$ cat src/rtl/vol_mute.sv
module vol_mute #(
  parameter int DATA_W = 20,
  parameter int FRAC   = 15,
  parameter int RAMP_W = 10
) (
  input  logic              clk,
  input  logic              rst_n,
  input  logic              in_valid,
  input  logic [DATA_W-1:0] in_left,
  input  logic [DATA_W-1:0] in_right,
  input  logic [5:0]        vol_code,
  input  logic              vol_en,
  input  logic              mute,
  output logic              out_valid,
  output logic [DATA_W-1:0] out_left,
  output logic [DATA_W-1:0] out_right
);
  localparam int GAIN_W = FRAC + 1;
  localparam int LVL_W  = RAMP_W + 1;
  localparam int GP_W   = GAIN_W + LVL_W;
  localparam int P_W    = DATA_W + GAIN_W + 2;
  localparam logic [LVL_W-1:0] FULL = LVL_W'(1) << RAMP_W;
  localparam logic signed [P_W-1:0] HALF = P_W'(1) << (FRAC - 1);
  localparam logic signed [P_W-1:0] SMAX = P_W'((longint'(1) << (DATA_W - 1)) - 1);
  localparam logic signed [P_W-1:0] SMIN = -(P_W'(1) << (DATA_W - 1));

  logic [GAIN_W-1:0] gain_lut [64];

  for (genvar i = 0; i < 64; i++) begin : g_lut
    localparam int DB = (i == 62) ? 61 : i;
    localparam int GV = (i == 63) ? 0 :
      $rtoi(real'(longint'(1) << FRAC) * $pow(10.0, -real'(DB) / 20.0) + 0.5);
    assign gain_lut[i] = GAIN_W'(GV);
  end

  logic [LVL_W-1:0]  level;
  logic [5:0]        code_sel;
  logic [GAIN_W-1:0] g_tab;
  logic [GP_W-1:0]   g_prod;
  logic [GAIN_W:0]   g_eff;

  assign code_sel = vol_en ? vol_code : 6'd0;
  assign g_tab    = gain_lut[code_sel];
  assign g_prod   = GP_W'(g_tab) * GP_W'(level);
  assign g_eff    = g_prod[GP_W-1:RAMP_W];

  function automatic logic [DATA_W-1:0] scale(input logic [DATA_W-1:0] x,
                                              input logic [GAIN_W:0] g);
    logic signed [P_W-1:0] p, r;
    p = P_W'($signed(x)) * $signed({1'b0, g});
    r = (p + HALF) >>> FRAC;
    if (r > SMAX)      r = SMAX;
    else if (r < SMIN) r = SMIN;
    return r[DATA_W-1:0];
  endfunction

  always_ff @(posedge clk or negedge rst_n) begin
    if (!rst_n) begin
      level     <= FULL;
      out_valid <= 1'b0;
      out_left  <= '0;
      out_right <= '0;
    end else begin
      out_valid <= in_valid;
      if (in_valid) begin
        out_left  <= scale(in_left, g_eff);
        out_right <= scale(in_right, g_eff);
        if (mute && level != '0)        level <= level - 1'b1;
        else if (!mute && level != FULL) level <= level + 1'b1;
      end
    end
  end
endmodule

$ cat config.mk
export PLATFORM = sky130hd
export DESIGN_NAME = vol_mute
export DESIGN_NICKNAME = d
export VERILOG_FILES = /design/src/rtl/vol_mute.sv
export SDC_FILE = /design/constraint.sdc
export NUM_CORES = 2
export LEC_CHECK = 0
export BUFFER_PORTS_ARGS = -buffer_cell sky130_fd_sc_hd__clkbuf_2
export CORE_UTILIZATION = 55
export CTS_CLUSTER_SIZE = 16
export DETAILED_ROUTE_END_ITERATION = 16
export GPL_TIMING_DRIVEN = 0
export PLACE_DENSITY = 0.73
export REMOVE_ABC_BUFFERS = 1
export SETUP_SLACK_MARGIN = 0.05
export SKIP_CTS_REPAIR_TIMING = 1
export SLEW_MARGIN = 15
export SYNTH_ARGS = -nofsm -noshare
export SYNTH_HDL_FRONTEND = slang
export SYNTH_SLANG_ARGS = --single-unit
$ cat constraint.sdc
create_clock -name clk -period 23.3 [get_ports clk]
set_input_delay 4.66 -clock clk [delete_from_list [all_inputs] [get_ports clk]]
set_output_delay 4.66 -clock clk [all_outputs]
set_load 0.01 [all_outputs]
=== Word-level counts from Yosys, hierarchy flattened ===
Memory sizes are Yosys's and may differ from the RTL's.
Cells that the tools add are included.
W data, S select, Z words.

* Bitwise logic cells: 1
* Reductions and logical operators: 6
* Muxes and demuxes: 9
* Multiply operators: 3
* Add/sub/neg operators: 4
* Equality and inequality tests: 1
* Shift-type cells: 0
* Divide/modulo/power cells: 0
* Order comparisons: 5

{| class="wikitable"
|+ Operators by type and width
! kind !! count
|-
| $mux W20 || 4
|-
| $add A38 B16 Y38 const B || 2
|-
| $mul A20 B18 Y38 || 2
|-
| $gt A23 B20 Y1 const B || 2
|-
| $lt A23 B20 Y1 const B || 2
|-
| $mux W16 || 2
|-
| $mul A16 B11 Y27 || 1
|-
| $mux W11 || 2
|-
| $add A11 B1 Y11 const B || 1
|-
| $ne A11 B11 Y1 const B || 1
|-
| $reduce_bool A11 Y1 || 1
|-
| $sub A11 B1 Y11 const B || 1
|-
| $ge A7 B7 Y1 const B || 1
|-
| $not A6 Y7 || 1
|-
| $mux W6 || 1
|-
| $logic_and A1 B1 Y1 || 2
|-
| $reduce_and A2 Y1 || 1
|-
| $reduce_bool A2 Y1 || 1
|-
| $logic_not A1 Y1 || 1
|}

* Word-level logic and storage cells: 34
* Register bits after elaboration: 52
* Memory bits (read-only): 1024
* Latch bits: 0
* RAM bits: 0
* Output and inout bits: 41
* Memories kept: 1

{| class="wikitable"
|+ Memory list
! name !! words !! bits a word !! rd ports !! clocked after Yosys merged registers in !! wr ports !! line !! source
|-
| (no name shown) || 64 || 16 || 1 || 0 || 0 || 43 || <nowiki>assign g_tab = gain_lut[code_sel];</nowiki>
|}

=== Logic depth before layout (Yosys ltp) ===
* Depth in word-level cells: 11
* Mapped depth: 63
* Depth with buffers taken out: 57

=== Worst setup path after synthesis ===
No wires, ideal clock.

* Path type: input to register
* Start point: input vol_en
* End point: register out_left[16]
* Library setup time: 126 ps
* Path slack: 5341 ps
* Stages on the path: 53
* Buffers on the path: 9
* Data arrival time: 17833 ps
* Path through: buf_2 > buf_4 > nand2_1 > inv_1 > ha_1 > buf_2 > clkbuf_1 > mux2i_1 > o21ai_0 > a21oi_1 > o21ai_0 > o21a_1 > clkbuf_1 > nand2_1 > fa_1 > fa_1 > inv_1 > fa_1 > [... 17 more ...] > fa_1 > fa_1 > fa_1 > inv_1 > fa_1 > inv_1 > ha_1 > clkbuf_1 > a21o_1 > a21o_1 > a21o_1 > a21o_1 > a2111o_1 > o22ai_1 > xor2_1 > a31oi_2 > buf_2 > a221o_1

* Word-level cells in the longest chain between the ends: 11
* Elaborated cells on any way between the ends: 12
* Classes of those cells: add/sub: 1; mul: 2; order compare: 2; mux: 5; bitwise: 1; memory: 1

{| class="wikitable"
|+ RTL lines
! element !! line !! source
|-
| from (decl) || 12 || <nowiki>input logic vol_en,</nowiki>
|-
| $mux W6 * || 42 || <nowiki>assign code_sel = vol_en ? vol_code : 6'd0;</nowiki>
|-
| $not A6 Y7 (implied by the code) * || 43 ||
|-
| $mem_v2 Z64 W16 * || -- ||
|-
| $mux W16 (implied by the code) * (2 in series) || 43 ||
|-
| $mul A16 B11 Y27 * || 44 || <nowiki>assign g_prod = GP_W'(g_tab) * GP_W'(level);</nowiki>
|-
| $mul A20 B18 Y38 * || 50 || <nowiki>p = P_W'($signed(x)) * $signed({1'b0, g});</nowiki>
|-
| $add A38 B16 Y38 * || 51 || <nowiki>r = (p + HALF) >>> FRAC;</nowiki>
|-
| $lt A23 B20 Y1 || 53 || <nowiki>else if (r < SMIN) r = SMIN;</nowiki>
|-
| $mux W20 || 53 ||
|-
| $mux W20 * || 52 || <nowiki>if (r > SMAX) r = SMAX;</nowiki>
|-
| to (signal assigned) || 66 || <nowiki>out_left <= scale(in_left, g_eff);</nowiki>
|-
| to (decl) || 15 || <nowiki>output logic [DATA_W-1:0] out_left,</nowiki>
|}

Mark *: on every way between the ends. The rest lies on a longest branch, timed or not. The select of a mux whose other input is x is not followed.
A chain may end at the register's enable or synchronous reset.

=== Worst setup path in the final report ===
* Start point: input vol_en
* End point: register out_right[16]

* Word-level cells in the longest chain between the ends: 11
* Elaborated cells on any way between the ends: 12
* Classes of those cells: add/sub: 1; mul: 2; order compare: 2; mux: 5; bitwise: 1; memory: 1

{| class="wikitable"
|+ RTL lines
! element !! line !! source
|-
| $mux W6 * || 42 ||
|-
| $not A6 Y7 (implied by the code) * || 43 ||
|-
| $mem_v2 Z64 W16 * || -- ||
|-
| $mux W16 (implied by the code) * (2 in series) || 43 ||
|-
| $mul A16 B11 Y27 * || 44 ||
|-
| $mul A20 B18 Y38 * || 50 ||
|-
| $add A38 B16 Y38 * || 51 ||
|-
| $lt A23 B20 Y1 || 53 ||
|-
| $mux W20 || 53 ||
|-
| $mux W20 * || 52 ||
|-
| to (signal assigned) || 67 || <nowiki>out_right <= scale(in_right, g_eff);</nowiki>
|-
| to (decl) || 16 || <nowiki>output logic [DATA_W-1:0] out_right</nowiki>
|}

Marks and branches as above.

==> results by group <==
Synth
  – Post-synthesis compound-gate area fraction: 8.280%
  – Seq/Total Area, Yosys: 3.640%
  – Post-synthesis cell area: 35780 um2
  – Post-synthesis register bit count: 52
  – Simple-gate share of the synthesized area: 15.96%
  – Synth Instances: 4064
  – Warnings, synthesis: 0
  – Top post-synthesis cells by area: fa_1 45%, ha_1 11%, inv_1 10%
  – Post-synth top cells: 965 x inv_1, 805 x fa_1, 541 x nand2_1
  – Most frequent cell after synthesis: inv_1
  – Async set or reset register ratio after synthesis: 100.0%
  – Mux share of post-synthesis cell area: 1.650%
  – Largest area contributor in the netlist: fa_1
  – Dominant synthesized flop cell: dfrtp_1
  – Synth Area in Adders: 55.74%
  – Largest family of logic cells by synthesized area: adder cells
  – Post-synth EDFFs: 0
  – Area share of the largest cell type after synthesis: 45.04%
  – Xor and xnor fraction of the mapped netlist area: 2.080%
  – Syn_area_per_cell: 8.805 um2
  – Count of cell types in the netlist: 82

Floorplanning
  – Die Y: 257.1 um
  – Die X: 257.1 um
  – Site Rows: 93
  – Starting Density: 55.61%
  – Core Area: 64350 um2
  – Die area: 66090 um2
  – I/O pin total: 92

STA
  – Worst slew pin tran: 1.144 ns
  – Clk_skew: 0.01095 ns
  – Fmax: 48.21 MHz
  – Min Tclk post-route: 20.74 ns
  – Final setup violation count: 0
  – RSZ-0062 raised after global routing: false
  – Hold slack: 0.4982 ns
  – Period utilization: 89.03%
  – Slew Limit Headroom: 23.25%
  – Fin. max-slew vios: 0
  – Endpoints failing hold: 0

Route
  – Total number of vias: 26920
  – TritonRoute pass-1 iters: 7
  – Iter 0 DRT Violations: 1800
  – WL/cell: 17.92 um
  – Vias per cell: 5.566
  – Final WL: 86.65 mm
  – Routed Antenna Nets: 0
  – # DRC: 0

Worst hold path
  – Min-Delay Path Depth: 1
  – Hold WC Path Type: reg2reg

Clock network
  – Clock Sinks: 52
  – TritonCTS clock tree: done
  – Num CTS Buffers: 5
  – Clock transition at path regs: 0.09 ns
  – Clock Latency Late Sink: 0.35 ns
  – CTS Root Cell: clkbuf_16
  – H-tree levels: 2
  – CTS Buffer Depth: 2

Final layout
  – Inserted Diodes: 0
  – Layout area overhead: 4.647%
  – Layout cells sized above 1: 6.004%
  – Non-Filler Instances: 4836
  – Fillcell total: 5621
  – Finished Core Util: 58.19%
  – Layout net count: 5142

Critical path
  – Critical setup path kind: in2reg
  – Register-to-Register Path Depth: 47
  – CP max stage delay: 0.62 ns
  – Worst Path Required: 23.55 ns
  – Setup crit start kind: primary input
  – Critical path's most frequent cell: fa_1
  – CP Buf/Inv Count: 11
  – Critical path arrival: 20.99 ns
  – CP top delay family: adder cells
  – Critical Path Slowest Stage Cell: a21boi_4
  – Crit path capture type: flip-flop
  – Critical Path Stages: 55
  – Crit path max fanout: 27

Place
  – Port buffer count: 91
  – Dpl cells: 4828
  – Routability cong.: 0.8893
  – DP HPWL: 71.28 mm

Global routing
  – Initial antenna violation count: 0
  – First-pass GRT wire length: 146.3 mm
  – Vias in the first global route: 28410
  – Global Route Usage Sum: 27.63%
  – GRT Residual Overflow: 0
  – Pin count of the biggest net entering global routing: 83

Run status
  – Status: complete, no violations

Run
  – Max cap viols: 0
-- registers in the layout, indices dropped and copies added (netlist names) --
signal and count:
level 11, out_valid 1, out_right 20, out_left 20
-- worst paths after layout --
check / start / endpoint / slack [ns]
max in group asynchronous: rst_n / out_left[7] / 18.45
worst max register to register: level[4] / out_right[16] / 8.71
worst max-delay path: vol_en / out_right[16] / 2.56
min in group asynchronous: rst_n / out_right[18] / 4.28
worst min register to register: out_left[19] / out_left[19] / 0.50
worst min-delay path: out_left[19] / out_left[19] / 0.50
-- routing by layer --
layer	track usage, %	vias up	wire length (um)
li1	-	12080	-
met1	37.40	13840	36610
met2	46.26	871	42190
met3	3.517	127	5268
met4	8.482	0	2581
met5	0	-	0
-- placed cells by master (no fill, tap or decap), types with 12 or more instances in the layout --
| master | n |
|---|---|
| clkbuf_2 | 90 |
| nor2_1 | 69 |
| buf_6 | 14 |
| nor3_1 | 23 |
| nand2_1 | 541 |
| o21bai_1 | 12 |
| dfrtp_1 | 51 |
| a21o_1 | 58 |
| nand4_1 | 16 |
| nand2b_1 | 52 |
| o21ai_0 | 62 |
| a21boi_0 | 42 |
| mux2_2 | 48 |
| fa_1 | 805 |
| xnor2_1 | 44 |
| a221o_1 | 23 |
| and3b_1 | 41 |
| o22a_1 | 18 |
| nand3_1 | 62 |
| and3_1 | 23 |
| xor2_1 | 29 |
| ha_1 | 305 |
| inv_1 | 964 |
| a21oi_1 | 97 |
| nor2b_1 | 18 |
| and2_1 | 263 |
-- area by class of cell --
type,instances,area (um2),share of cell area [%]
clock buffers,6,128.9,0.3442
clock inverters,2,16.27,0.04344
well taps,855,1070,2.857
flip-flops and latches,52,1303,3.478
repair buffers,132,1091,2.914
inverters,966,3626,9.683
multi-input cells,2823,30210,80.68
-- metrics by stage --
step / area (um2) / worst slack (ns) / TNS (ns)
CTS: 37440 / 2.419 / 0
global placement: 36410 / -1.118 / -37.44
detailed placement: 37290 / 2.108 / 0
global route: 37450 / 1.759 / 0
floorplan: 34880 / 4.002 / 0
finish: 37450 / 2.555 / 0
-- cells by family (layout without fill, tap and decap cells) --
kind of cell / after synthesis / in the layout
compound gates: 422 / 422
fa+ha+maj: 1111 / 1111
xor+xnor: 85 / 85
buf+inv: 1189 / 1106
simple gates: 1152 / 1152
flops: 52 / 52
mux: 53 / 53
Power is not shown: default switching activity piles up to over one toggle a cycle in this logic, so the estimate is an artifact.
